==> config.mk <==
export PLATFORM = sky130hd
export DESIGN_NAME = sdram_pwrup_refresh_seq
export DESIGN_NICKNAME = d
export VERILOG_FILES = /design/src/rtl/sdram_seq_pkg.sv /design/src/rtl/sdram_cmd_enc.sv /design/src/rtl/sdram_refi_ctl.sv /design/src/rtl/sdram_pwrup_refresh_seq.sv
export SDC_FILE = /design/constraint.sdc
export NUM_CORES = 1
export LEC_CHECK = 0
export BUFFER_PORTS_ARGS = -buffer_cell sky130_fd_sc_hd__buf_2
export CORE_ASPECT_RATIO = 1.5
export CORE_MARGIN = 1
export CORE_UTILIZATION = 43
export DETAILED_ROUTE_END_ITERATION = 8
export PLACE_DENSITY = 0.71
export SYNTH_ARGS = -nofsm -noshare
export SYNTH_HDL_FRONTEND = slang
export SYNTH_SLANG_ARGS = --single-unit
==> constraint.sdc <==
create_clock -name clk_i -period 2.9 [get_ports clk_i]
set_input_delay 0.145 -clock clk_i [delete_from_list [all_inputs] [get_ports clk_i]]
set_output_delay 0.145 -clock clk_i [all_outputs]
set_load 0.05 [all_outputs]
==> src/rtl/sdram_seq_pkg.sv <==
package sdram_seq_pkg;
  typedef enum logic [2:0] {
    ST_PWR  = 3'd0,
    ST_PREA = 3'd1,
    ST_WAIT = 3'd2,
    ST_IREF = 3'd3,
    ST_MRS  = 3'd4,
    ST_RUN  = 3'd5,
    ST_RREF = 3'd6
  } seq_state_e;
endpackage

==> src/rtl/sdram_cmd_enc.sv <==
module sdram_cmd_enc
  import sdram_seq_pkg::*;
#(
  parameter logic [2:0] BL_CODE = 3'd2,
  parameter logic       BT_ILV  = 1'b0,
  parameter logic [2:0] CAS_LAT = 3'd3
) (
  input  seq_state_e  state_i,
  output logic        cs_n_o,
  output logic        ras_n_o,
  output logic        cas_n_o,
  output logic        we_n_o,
  output logic [11:0] addr_o,
  output logic [1:0]  ba_o
);
  localparam logic [11:0] MODE_WORD = {5'b0, CAS_LAT, BT_ILV, BL_CODE};

  always_comb begin
    {cs_n_o, ras_n_o, cas_n_o, we_n_o} = 4'b0111;
    addr_o = '0;
    ba_o   = '0;
    unique case (state_i)
      ST_PREA: begin
        {cs_n_o, ras_n_o, cas_n_o, we_n_o} = 4'b0010;
        addr_o[10] = 1'b1;
      end
      ST_IREF, ST_RREF: {cs_n_o, ras_n_o, cas_n_o, we_n_o} = 4'b0001;
      ST_MRS: begin
        {cs_n_o, ras_n_o, cas_n_o, we_n_o} = 4'b0000;
        addr_o = MODE_WORD;
      end
      default: ;
    endcase
  end
endmodule

==> src/rtl/sdram_refi_ctl.sv <==
module sdram_refi_ctl #(
  parameter int T_REFI   = 1562,
  parameter int MISS_MAX = 8,
  parameter int MISS_W   = $clog2(MISS_MAX + 1)
) (
  input  logic              clk_i,
  input  logic              rst_ni,
  input  logic              en_i,
  input  logic              serve_i,
  output logic              req_o,
  output logic [MISS_W-1:0] miss_cnt_o,
  output logic              sat_o
);
  localparam int RW = $clog2(T_REFI + 1);
  localparam int OW = $clog2(MISS_MAX + 2);
  localparam logic [RW-1:0] REFI_LAST = RW'(T_REFI - 1);
  localparam logic [OW-1:0] OWE_MAX   = OW'(MISS_MAX + 1);

  logic [RW-1:0] refi_q;
  logic [OW-1:0] owed_q;
  logic          tick;

  assign tick = en_i && (refi_q == REFI_LAST);

  always_ff @(posedge clk_i or negedge rst_ni) begin
    if (!rst_ni) refi_q <= '0;
    else if (en_i) refi_q <= tick ? '0 : refi_q + RW'(1);
  end

  always_ff @(posedge clk_i or negedge rst_ni) begin
    if (!rst_ni) begin
      owed_q <= '0;
      sat_o  <= 1'b0;
    end else if (serve_i && !tick) begin
      owed_q <= owed_q - OW'(1);
    end else if (tick && !serve_i) begin
      if (owed_q == OWE_MAX) sat_o <= 1'b1;
      else owed_q <= owed_q + OW'(1);
    end
  end

  assign req_o      = (owed_q != '0);
  assign miss_cnt_o = req_o ? MISS_W'(owed_q - OW'(1)) : '0;

  assert_sat_sticky_R9: assert property (@(posedge clk_i) disable iff (!rst_ni)
    sat_o |=> sat_o);
  assert_miss_bound_R9: assert property (@(posedge clk_i) disable iff (!rst_ni)
    miss_cnt_o <= MISS_W'(MISS_MAX));
  assert_sat_at_limit_R9: assert property (@(posedge clk_i) disable iff (!rst_ni)
    $rose(sat_o) |-> $past(miss_cnt_o) == MISS_W'(MISS_MAX));
  assert_req_drop_served_R7: assert property (@(posedge clk_i) disable iff (!rst_ni)
    $fell(req_o) |-> $past(serve_i));
  assert_serve_needs_req_R8: assert property (@(posedge clk_i) disable iff (!rst_ni)
    serve_i |-> req_o);
endmodule

==> src/rtl/sdram_pwrup_refresh_seq.sv <==
module sdram_pwrup_refresh_seq
  import sdram_seq_pkg::*;
#(
  parameter int T_PWR      = 50000,
  parameter int T_RP       = 3,
  parameter int T_RC       = 7,
  parameter int T_RSC      = 2,
  parameter int N_INIT_REF = 8,
  parameter int T_REFI     = 1562,
  parameter int MISS_MAX   = 8,
  parameter int DQM_W      = 8,
  parameter logic [2:0] BL_CODE = 3'd2,
  parameter logic       BT_ILV  = 1'b0,
  parameter logic [2:0] CAS_LAT = 3'd3,
  parameter int MISS_W     = $clog2(MISS_MAX + 1)
) (
  input  logic              clk_i,
  input  logic              rst_ni,
  input  logic              ref_grant_i,
  output logic              cke_o,
  output logic              cs_n_o,
  output logic              ras_n_o,
  output logic              cas_n_o,
  output logic              we_n_o,
  output logic [11:0]       addr_o,
  output logic [1:0]        ba_o,
  output logic [DQM_W-1:0]  dqm_o,
  output logic              ready_o,
  output logic              ref_req_o,
  output logic [MISS_W-1:0] miss_cnt_o,
  output logic              ref_sat_o
);
  localparam int M1   = (T_PWR > T_RC) ? T_PWR : T_RC;
  localparam int M2   = (T_RP > T_RSC) ? T_RP : T_RSC;
  localparam int TMAX = (M1 > M2) ? M1 : M2;
  localparam int CW   = $clog2(TMAX + 1);
  localparam int NW   = $clog2(N_INIT_REF + 1);
  localparam logic [CW-1:0] LD_PWR = CW'(T_PWR - 1);
  localparam logic [CW-1:0] LD_RP  = CW'(T_RP - 2);
  localparam logic [CW-1:0] LD_RC  = CW'(T_RC - 2);
  localparam logic [CW-1:0] LD_RSC = CW'(T_RSC - 2);
  localparam logic [NW-1:0] IREF_LAST = NW'(N_INIT_REF - 1);

  seq_state_e    state_q, ret_q;
  logic [CW-1:0] cnt_q;
  logic [NW-1:0] iref_q;
  logic          done_q;
  logic          serve;

  assign serve = (state_q == ST_RUN) && ref_req_o && ref_grant_i;

  always_ff @(posedge clk_i or negedge rst_ni) begin
    if (!rst_ni) begin
      state_q <= ST_PWR;
      ret_q   <= ST_PWR;
      cnt_q   <= LD_PWR;
      iref_q  <= '0;
      done_q  <= 1'b0;
    end else begin
      unique case (state_q)
        ST_PWR: begin
          if (cnt_q == '0) state_q <= ST_PREA;
          else cnt_q <= cnt_q - CW'(1);
        end
        ST_PREA: begin
          state_q <= ST_WAIT;
          cnt_q   <= LD_RP;
          ret_q   <= ST_IREF;
        end
        ST_IREF: begin
          state_q <= ST_WAIT;
          cnt_q   <= LD_RC;
          ret_q   <= (iref_q == IREF_LAST) ? ST_MRS : ST_IREF;
          iref_q  <= iref_q + NW'(1);
        end
        ST_MRS: begin
          state_q <= ST_WAIT;
          cnt_q   <= LD_RSC;
          ret_q   <= ST_RUN;
        end
        ST_WAIT: begin
          if (cnt_q == '0) begin
            state_q <= ret_q;
            if (ret_q == ST_RUN) done_q <= 1'b1;
          end else begin
            cnt_q <= cnt_q - CW'(1);
          end
        end
        ST_RUN: if (serve) state_q <= ST_RREF;
        ST_RREF: begin
          state_q <= ST_WAIT;
          cnt_q   <= LD_RC;
          ret_q   <= ST_RUN;
        end
        default: state_q <= ST_PWR;
      endcase
    end
  end

  sdram_cmd_enc #(
    .BL_CODE(BL_CODE), .BT_ILV(BT_ILV), .CAS_LAT(CAS_LAT)
  ) i_enc (
    .state_i (state_q),
    .cs_n_o  (cs_n_o),
    .ras_n_o (ras_n_o),
    .cas_n_o (cas_n_o),
    .we_n_o  (we_n_o),
    .addr_o  (addr_o),
    .ba_o    (ba_o)
  );

  sdram_refi_ctl #(
    .T_REFI(T_REFI), .MISS_MAX(MISS_MAX), .MISS_W(MISS_W)
  ) i_refi (
    .clk_i      (clk_i),
    .rst_ni     (rst_ni),
    .en_i       (done_q),
    .serve_i    (serve),
    .req_o      (ref_req_o),
    .miss_cnt_o (miss_cnt_o),
    .sat_o      (ref_sat_o)
  );

  assign cke_o   = 1'b1;
  assign ready_o = done_q;
  assign dqm_o   = done_q ? '0 : '1;

  assert_ready_sticky_R5: assert property (@(posedge clk_i) disable iff (!rst_ni)
    ready_o |=> ready_o);
  assert_ready_after_wait_R5: assert property (@(posedge clk_i) disable iff (!rst_ni)
    $rose(ready_o) |-> $past(state_q == ST_WAIT));
  assert_prea_before_ready_R2: assert property (@(posedge clk_i) disable iff (!rst_ni)
    ({cs_n_o, ras_n_o, cas_n_o, we_n_o} == 4'b0010) |-> !ready_o && addr_o[10]);
  assert_mrs_fields_R4: assert property (@(posedge clk_i) disable iff (!rst_ni)
    ({cs_n_o, ras_n_o, cas_n_o, we_n_o} == 4'b0000) |-> (addr_o[11:7] == '0) && (ba_o == '0));
  assert_aref_gap_R7: assert property (@(posedge clk_i) disable iff (!rst_ni)
    ({cs_n_o, ras_n_o, cas_n_o, we_n_o} == 4'b0001) |=> ({cs_n_o, ras_n_o, cas_n_o, we_n_o} == 4'b0111));
endmodule

**Yosys cells after proc, flatten, opt, wreduce, memory -nomap -nowiden**

Index checks and enable logic that the tools add are counted.

- Logic and storage cells: 72
- Input bits: 3
- Output and inout port bits: 34
- Register bits: 43

- Add/subtract/negate cells: 5
- Multiplexer cells: 19
- Equality and inequality tests: 15
- Reductions and logical operators: 24
- Bitwise gates (word level): 1

Operators by type and width:

| kind | number |
|---|---|
| 16-bit one-hot mux with 4 select lines | 1 |
| 16-bit zero test | 1 |
| 16-bit 2-to-1 mux | 1 |
| 4-bit 2-to-1 mux | 4 |
| 16-bit by 1-bit subtractor with 16-bit output, second input constant | 1 |
| 3-bit equality test, second input constant | 4 |
| 3-bit 2-to-1 mux | 4 |
| 3-bit one-hot mux with 4 select lines | 1 |
| 11-bit by 1-bit adder with 11-bit output, second input constant | 1 |
| 11-bit equality test, second input constant | 1 |
| 11-bit 2-to-1 mux | 1 |
| 3-bit one-hot mux with 3 select lines | 1 |
| 3-bit AND reduction | 3 |
| 4-bit by 1-bit adder with 4-bit output, second input constant | 2 |
| 8-bit 2-to-1 mux | 1 |
| 4-bit nonzero test | 2 |
| 2-bit OR reduction | 4 |
| 3-bit by 2-bit equality test with 1-bit output, second input constant | 2 |
| 6-bit 2-to-1 mux | 1 |
| 2-bit inequality test, second input constant | 3 |
| 1-bit logical AND | 5 |
| 4-bit by 3-bit equality test with 1-bit output, second input constant | 1 |
| 4-bit equality test, second input constant | 1 |
| 1-bit 2-to-1 mux | 4 |
| other kinds (11) | 14 |

**Longest topological paths before layout**

Gate-level depths: netlist of run 1.

- Depth in word-level cells: 7
- Gate-level depth with buffers: 11
- Gate-level depth less buffers: 11

**Hierarchy**

From an unflattened synthesis of run 1, not the netlist that was laid out.

- Cell total of the unflattened synthesis: 290
- Area total of the unflattened synthesis: 2742.6 um^2

Modules (own cells, without submodules):

| module | area each (um^2) | seq. area each (um^2) | times used | cells each |
|---|---|---|---|---|
| sdram_pwrup_refresh_seq | 1586.5 | 686.9 | 1 | 170 |
| sdram_refi_ctl | 1009.7 | 400.4 | 1 | 99 |
| sdram_cmd_enc | 146.4 | 0.0 | 1 | 21 |

**Least setup slack after synthesis of run 1**

No wires, ideal clock.

- Kind: reg-to-reg
- From: register i_refi.owed_q[0]
- To: register i_refi.owed_q[3]
- Cell stages (with the launch flop): 12
- Path slack: 306 ps
- Clock period less this slack: 2594 ps
- Arrival time: 2515 ps
- Setup time: 79 ps
- Required time: 2821 ps
- Path buffers: 0
- Cells stage by stage: dfrtp_1 > inv_1 > ha_1 > nor3b_1 > inv_1 > nand3_1 > inv_1 > ha_1 > and4b_1 > a21oi_1 > nor3_1 > xor2_1

- Word-level cells in the longest chain between the ends: 7
- Elaborated cells between the ends (all ways): 15
- Those cells by class: add/sub: 2; eq/ne: 2; mux: 3; reduce/logical: 8

Ends and longest elaborated chain:

| element | RTL line | text |
|---|---|---|
| start: declaration | sdram_refi_ctl.sv:20 | `logic [OW-1:0] owed_q;` |
| start signal: assignment | sdram_refi_ctl.sv:35 | `owed_q <= owed_q - OW'(1);` |
| start signal: assignment | sdram_refi_ctl.sv:38 | `else owed_q <= owed_q + OW'(1);` |
| 4-bit nonzero test * | sdram_refi_ctl.sv:42 | `assign req_o = (owed_q != '0);` |
| via ref_req_o | sdram_pwrup_refresh_seq.sv:29 | `output logic ref_req_o,` |
| 1-bit logical AND * (2 in series) | sdram_pwrup_refresh_seq.sv:50 | `assign serve = (state_q == ST_RUN) && ref_req_o && ref_grant_i;` |
| 1-bit zero test | sdram_refi_ctl.sv:36 | `end else if (tick && !serve_i) begin` |
| 1-bit logical AND | sdram_refi_ctl.sv:36 |  |
| 2-bit nonzero test (no source line) | -- |  |
| 2-bit AND reduction (no source line) | -- |  |

Mark *: on every way through the listed nets, which the timed path passes. The rest lies on a longest branch. The select of a mux whose other input is x is not followed.
A chain may end at the register's enable or synchronous reset.

**Worst setup path in the final report of run 1**

- From: register i_refi.owed_q[0]
- To: register i_refi.owed_q[0]

- Word-level cells in the longest chain between the ends: 7
- Elaborated cells between the ends (all ways): 15
- Those cells by class: add/sub: 2; eq/ne: 2; mux: 3; reduce/logical: 8

Ends and longest elaborated chain:

| element |
|---|
| branches (longest 7 deep; another with 4-bit by 1-bit adder with 4-bit output) |

Several ways; the timed one is not identified. The select of a mux whose other input is x is not followed.

==> results of run 1 <==
[through the flow]
stage / worst slack, ns / total power (W) / cells / hold WS, ns
3_3_place_gp: 0.719 / 0.000659 / 347 / 0.351
3_5_place_dp: 0.603 / 0.000659 / 347 / 0.342
5_1_grt: 0.338 / 0.00124 / 355 / 0.0760
6_report: 0.560 / 0.00119 / 355 / -0.00899
4_1_cts: 0.551 / 0.00122 / 355 / 0.0147
2_1_floorplan: 0.306 / 0.000658 / 277 / -0.151
[flip-flops by register name, summed over array words and instances (netlist names)]
| signal | cells |
|---|---|
| i_refi.owed_q | 4 |
| i_refi.refi_q | 11 |
| i_refi.sat_o | 1 |
| ret_q | 3 |
| iref_q | 4 |
| cnt_q | 16 |
| state_q | 3 |
| ready_o | 1 |
[cells in the mapped netlist (5+ instances only)]
| library cell | n |
|---|---|
| xnor2_1 | 7 |
| a21oi_1 | 8 |
| ha_1 | 11 |
| dfstp_2 | 9 |
| nand4_1 | 5 |
| nand2_1 | 16 |
| nand3_1 | 6 |
| buf_4 | 21 |
| xor2_1 | 8 |
| inv_1 | 14 |
| o41ai_1 | 6 |
| mux2i_1 | 8 |
| dfrtp_1 | 34 |
| o21ai_0 | 6 |
| nor2_1 | 29 |
| nor3_1 | 8 |
[final cells by class]
cell class,instances,area share [%]
multi-input cells,190,46.8
flip-flops and latches,43,38.3
repair buffers,27,5.03
well taps,72,3.18
clock buffers,6,2.56
clock inverters,2,2.12
inverters,15,1.99
[cell families (layout without fill, tap and decap cells)]
logic type / after synthesis / count (layout) / synth area share [%]
AO/OA/AOI/OAI: 41 / 41 / 11.7
XOR/XNOR: 15 / 15 / 4.98
adder cells (fa/ha/maj): 12 / 12 / 5.60
buffers and inverters: 44 / 50 / 9.91
flip-flops: 43 / 43 / 41.2
multiplexers: 12 / 12 / 4.74
other: 2 / 12 / 0.285
AND/OR/NAND/NOR: 98 / 98 / 21.5
[where the power goes]
part	leakage [nW]	internal, W	total (W)	switching, W
registers	0.526	0.000600	0.000600	0
clock network	0.0654	0.000344	0.000544	0.000200
logic	0.733	0.00000130	0.0000467	0.0000454
[metal layers]
layer	vias to the layer above	share of wire (%)	track usage [%]
met4	0	1.4	5.73
met5	-	0	0
li1	942	-	-
met2	41	51	27.9
met3	6	2.6	2.92
met1	912	45	18.1
[worst register-to-register path, cell delays in order (launching register included)]
cell	delay (ns)
dfrtp_1	0.44
inv_1	0.14
ha_1	0.20
nor3b_1	0.25
inv_1	0.10
nand3_1	0.13
inv_1	0.06
ha_1	0.27
nand3b_1	0.20
nor2_1	0.19
nor2_1	0.11
xnor2_1	0.14
[path summary, 6_finish.rpt]
check,start,endpoint,slack (ns),cells past startpoint
worst max register to register,i_refi.owed_q[0],i_refi.owed_q[0],0.56,11
worst max-delay path,i_refi.owed_q[0],i_refi.owed_q[0],0.56,11
worst min register to register,i_refi.sat_o,i_refi.sat_o,0.45,1
min in group clk_i,ref_grant_i,state_q[0],0.17,3
worst min-delay path,rst_ni,iref_q[1],-0.009,1
max in group asynchronous,rst_ni,i_refi.owed_q[0],2.33,1
==> results.tsv, run 1 <==
stage	metric	value	unit
status	status	finished, violations left	
status	violations	negative hold slack	
grt	grt_max_degree	44	
clock_tree	cts_root_buffer	clkbuf_8	
floorplan	die_h	97.9	microns
clock_tree	clock-sinks	43	
sta	tightest_slew	0.934	ns
sta	fin_skew	0.00690	ns
layout	postLayoutCellArea	2840	sq um
sta	period_needed	2.34	ns
drt	drt_first_pass_iters	4	
logic_synthesis	synthCells	267	
floorplan	start_util	44.9	%
sta	tns	0	ns
logic_synthesis	synth_top_cell_area_share	32.3	%
sta	slew_headroom	37.7	%
sta	hold_viol_final	9	
drt	ant_nets	0	
grt	overflow	0	
clock_tree	htree_levels	2	
sta	clock.fmax	427	MHz
clock_tree	cts_made_buffers	5	
critical_path	arrival	2.51	ns
critical_path	critPathLaunchType	register	
sta	hold_slack	-0.00899	ns
logic_synthesis	avgSynthCellArea	9.88	sq um
layout	syn2layout_area_growth	7.50	%
drt	wl_per_cell	13.0	microns
power_and_ir_drop	power_leakage	1.32	nW
critical_path	max_stage_delay	0.44	ns
layout	regArea	1090	sq um
sta	slew_viol_final	0	
sta	setup_viol	0	
critical_path	crit_fanout	6	
layout	fin_nets	296	
power_and_ir_drop	peakVddDrop	0.392	mV
drt	wl	4610	microns
logic_synthesis	synthTopCellsByArea	dfrtp_1, dfstp_2, buf_4, ha_1, nor2_1	
critical_path	cp-end-kind	register	
grt	grt_pass1_wl	7990	microns
floorplan	num_io_pins	37	
critical_path	crit_chain	inv_1 > ha_1 > nor3b_1 > inv_1 > nand3_1 > inv_1 > ha_1 > nand3b_1 > nor2_1 > nor2_1 > xnor2_1	
layout	multiInputGateArea	1330	sq um
floorplan	design.core.area	5870	sq um
critical_path	crit_family	simple AND/OR/NAND/NOR gates	
clock_tree	cts.hold.buffers_added	0	
critical_path	cpMostUsedCell	inv_1	
power_and_ir_drop	pwr_density_cell	420	nW/um^2
logic_synthesis	ys_types	59	
drt	routed_via_density	5.35	
min_path	hold_path_class	input pin to async pin	
grt	track_usage	15.7	%
drt	drt_iter0_markers	43	
layout	final_common_cell	dfrtp_1	
placement	io_buffers	24	
clock_tree	clk_pin_slew	0.08	ns
layout	utilization	48.3	%
layout	layout_common_cells	dfrtp_1, nor2_1, buf_2, nand2_1, inv_1	
clock_tree	cts_resized	0	
placement	placed_area	2700	sq um
logic_synthesis	synth_area	2640	sq um
logic_synthesis	yosysTopAreaCell	dfrtp_1	
floorplan	rows	34	
drt	vias	1901	
critical_path	critical_path_class	register to register	
critical_path	cpMaxStageDelayCell	dfrtp_1	
flow_run	cap_viol_max_count	0	
floorplan	fp.dieW	65.9	microns
floorplan	dieArea	6460	sq um
logic_synthesis	async_flop_share	100	%
clock_tree	clock_path_buffers	2	
placement	place.gp.congestion	0.789	
sta	min_period_over_period	80.7	%
clock_tree	cts_tree	yes	
clock_tree	clk_latency	0.29	ns
logic_synthesis	ys.flop_type	dfrtp_1	
layout	drive_gt1_share	20.1	%
logic_synthesis	synth-edff-count	0	
grt	grt_pass1_vias	1823	
clock_tree	cts_setup_buffers	0	
critical_path	worst_ep_required_time	3.07	ns
placement	dp_hpwl	3390	microns
logic_synthesis	ys_seq_area_share	41.2	%
layout	antenna_cells	0	
logic_synthesis	synth_seq_cells	43	
critical_path	cp_num_buf_inv	3	
sta	rsz0062_at_grt	no	
drt	drc_errors	0	
logic_synthesis	yosys_warnings	0	
layout	n_fill_cell	559	
grt	antenna_found_initial	0	
Note: power is estimated with default switching activity, not from simulation.
==> run 2: changes to the inputs <==
==> constraint.sdc (replaced) <==
create_clock -name clk_i -period 2.2 [get_ports clk_i]
set_input_delay 0.11 -clock clk_i [delete_from_list [all_inputs] [get_ports clk_i]]
set_output_delay 0.11 -clock clk_i [all_outputs]
set_load 0.05 [all_outputs]
==> run 2 against run 1 <==
The flow now finishes without violations. First-iteration DRC count is 21% lower. Sequential power is 32% higher. Clock power is 15% higher. Die area stayed put. Fmax is 12% higher. Worst hold slack better by 0.13 ns. Flip-flop and latch count stayed put. Core utilization is 2.4 points higher. Design area is 4.9% higher. Sequential share of layout area is 1.8 points lower. Critical endpoint is now i_refi.owed_q[3].
==> results.tsv, run 2 (synthesis results as in run 1) <==
stage	metric	value	unit	change
layout	top_register	cnt_q		
min_path	hold_depth	3		
power_and_ir_drop	pwr_density_cell	499	nW/um^2	+19%
min_path	hold_path_end	state_q[0]		
floorplan	num_io_pins	37		unchanged
clock_tree	cts_tree	yes		
grt	grt_pass1_vias	1910		+4.8%
floorplan	start_util	44.9	%	unchanged
floorplan	fp.dieW	65.9	microns	unchanged
critical_path	r2r_start	i_refi.owed_q[1]		
sta	setup_viol	0		unchanged
sta	slew_viol_final	0		unchanged
clock_tree	clock_path_buffers	2		unchanged
sta	period_needed	2.09	ns	-0.253 ns
min_path	hold_path_class	input pin to register		
grt	overflow	0		unchanged
critical_path	critical_path_class	register to register		
min_path	hold_start	ref_grant_i		
power_and_ir_drop	peakVddDrop	0.347	mV	-12%
drt	routed_via_density	5.32		-0.67%
clock_tree	htree_levels	2		unchanged
drt	wl	5090	microns	+10%
layout	antenna_cells	0		unchanged
critical_path	critPathLaunchType	register		
layout	layout_common_cells	dfrtp_1, nor2_1, buf_2, buf_4, nand2_1		
grt	busiest_layer	met2		
grt	use_met3	2.80	%	-0.12 points
drt	drt_first_pass_iters	4		unchanged
status	status	completed		
power_and_ir_drop	total_power	0.00148	W	+25%
drt	drc_errors	0		unchanged
critical_path	reg2reg_setup_slack	0.11	ns	-0.45 ns
clock_tree	clk_pin_slew	0.09	ns	about the same
sta	fin_skew	0.0106	ns	+0.00372 ns
floorplan	rows	34		unchanged
layout	final_common_cell	dfrtp_1		
floorplan	design.core.area	5870	sq um	unchanged
floorplan	dieArea	6460	sq um	unchanged
sta	worst_slack	0.114	ns	-0.447 ns
clock_tree	clock-sinks	43		unchanged
floorplan	die_h	97.9	microns	unchanged
clock_tree	cts_root_buffer	clkbuf_8		
grt	grtUsageMet2	30.5	%	+2.7 points
critical_path	crit_fanout	5		-1
sta	clock.fmax	479	MHz	+12%
flow_run	cap_viol_max_count	0		unchanged
layout	layout.cells.non_filler	373		+5.1%
drt	drt_iter0_markers	34		-21%
critical_path	cp-end-kind	register		
grt	grt_pass1_wl	8610	microns	+7.8%
placement	dp_hpwl	3770	microns	+11%
placement	pre_cts_ws	0.0217	ns	-0.581 ns
layout	syn2layout_area_growth	12.8	%	
layout	drive_gt1_share	27.6	%	+7.4 points
critical_path	r2r-end	i_refi.owed_q[3]		
drt	wl_per_cell	13.6	microns	+5.0%
placement	place.gp.congestion	0.770		-2.4%
layout	largest_reg_flops	16		unchanged
layout	reg_top3	cnt_q (16), i_refi.refi_q (11)		
layout	fin_nets	314		+6.1%
clock_tree	cts_made_buffers	5		unchanged
placement	dp.cells	360		+3.7%
placement	io_buffers	24		unchanged
critical_path	r2r_cells	11		unchanged
grt	grt_max_degree	22		-50%
grt	antenna_found_initial	0		unchanged
grt	track_usage	17.2	%	+1.6 points
grt	use_met1	20.1	%	+2.0 points
sta	hold_viol_final	0		-9
clock_tree	clk_latency	0.30	ns	about the same
critical_path	arrival	2.27	ns	-0.24 ns
power_and_ir_drop	power_leakage	1.40	nW	+5.3%
drt	vias	1984		+4.4%
critical_path	worst_ep_required_time	2.38	ns	-0.69 ns
sta	min_period_over_period	94.8	%	+14 points
drt	ant_nets	0		unchanged
## run 2: cell types whose count changed in the layout (fill, tap and decap cells not counted), sizes merged
cell         delta
buf            +17
clkinv          +2
bufinv          -1
clkbuf          -1
dlygate4sd3     +1
## run 2: report_power, final
group	switching, W	total (W)	leakage [nW]	internal [W]
Combinational	0.0000622	0.0000674	0.813	0.00000521
Sequential	0	0.000791	0.525	0.000791
Clock	0.000288	0.000626	0.0581	0.000338
## run 2: routing by layer
layer  up-vias  part of all wire (%)
met4         0                   1.9
met5         -                     0
met1       960                    42
li1        977                     -
met2        39                    53
met3         8                   2.8
## run 2: worst max-delay path by stage
| stage | startpoint | to | slack (ns) | cells after the start |
|---|---|---|---|---|
| global placement | i_refi.owed_q[1] | i_refi.owed_q[3] | 0.13 | 11 |
| finish | i_refi.owed_q[1] | i_refi.owed_q[3] | 0.11 | 11 |
| floorplan | ready_o | i_refi.owed_q[3] | 0.009 | 9 |
| detailed placement | i_refi.owed_q[1] | i_refi.owed_q[3] | 0.02 | 11 |
| CTS | i_refi.owed_q[1] | i_refi.owed_q[3] | 0.02 | 11 |
| global route | i_refi.owed_q[1] | i_refi.owed_q[1] | -0.02 | 11 |
## run 2: cell type report
| class | count | area, sq um |
|---|---|---|
| Clock buffer | 5 | 68.8 |
| Clock inverter | 3 | 43.8 |
| Fill cell | 537 | 2900 |
| Inverter | 15 | 58.8 |
| Multi-Input combinational cell | 190 | 1350 |
| Sequential cell | 43 | 1090 |
| Tap cell | 72 | 90.1 |
| Timing Repair Buffer | 45 | 280 |
## run 2: through the flow
stage	cell area, sq um	util [%]	TNS (ns)	hold slack (ns)
after global placement	2820	48.0	0	-0.0215
after global routing	2980	50.7	-0.0648	0.133
after floorplan	2690	-	0	-0.186
after detailed placement	2820	48.0	0	-0.0136
final	2980	50.7	0	0.124
after CTS	2940	50.1	0	0.121
## run 2: critical path, stage by stage (launching register included)
cell,delay [ns]
dfrtp_1,0.42
inv_2,0.10
ha_2,0.19
nor3b_4,0.24
inv_4,0.05
nand3_1,0.11
inv_1,0.06
ha_2,0.22
nand3b_1,0.19
nor2_2,0.18
nor3_1,0.08
xor2_1,0.14
## run 2: repair_timing
action,4_1_cts,5_1_grt
setup endpoints to repair,0,4
hold buffers,1,0
endpoints found under the hold margin,18,0
setup buffers,0,4
resized for setup,0,3
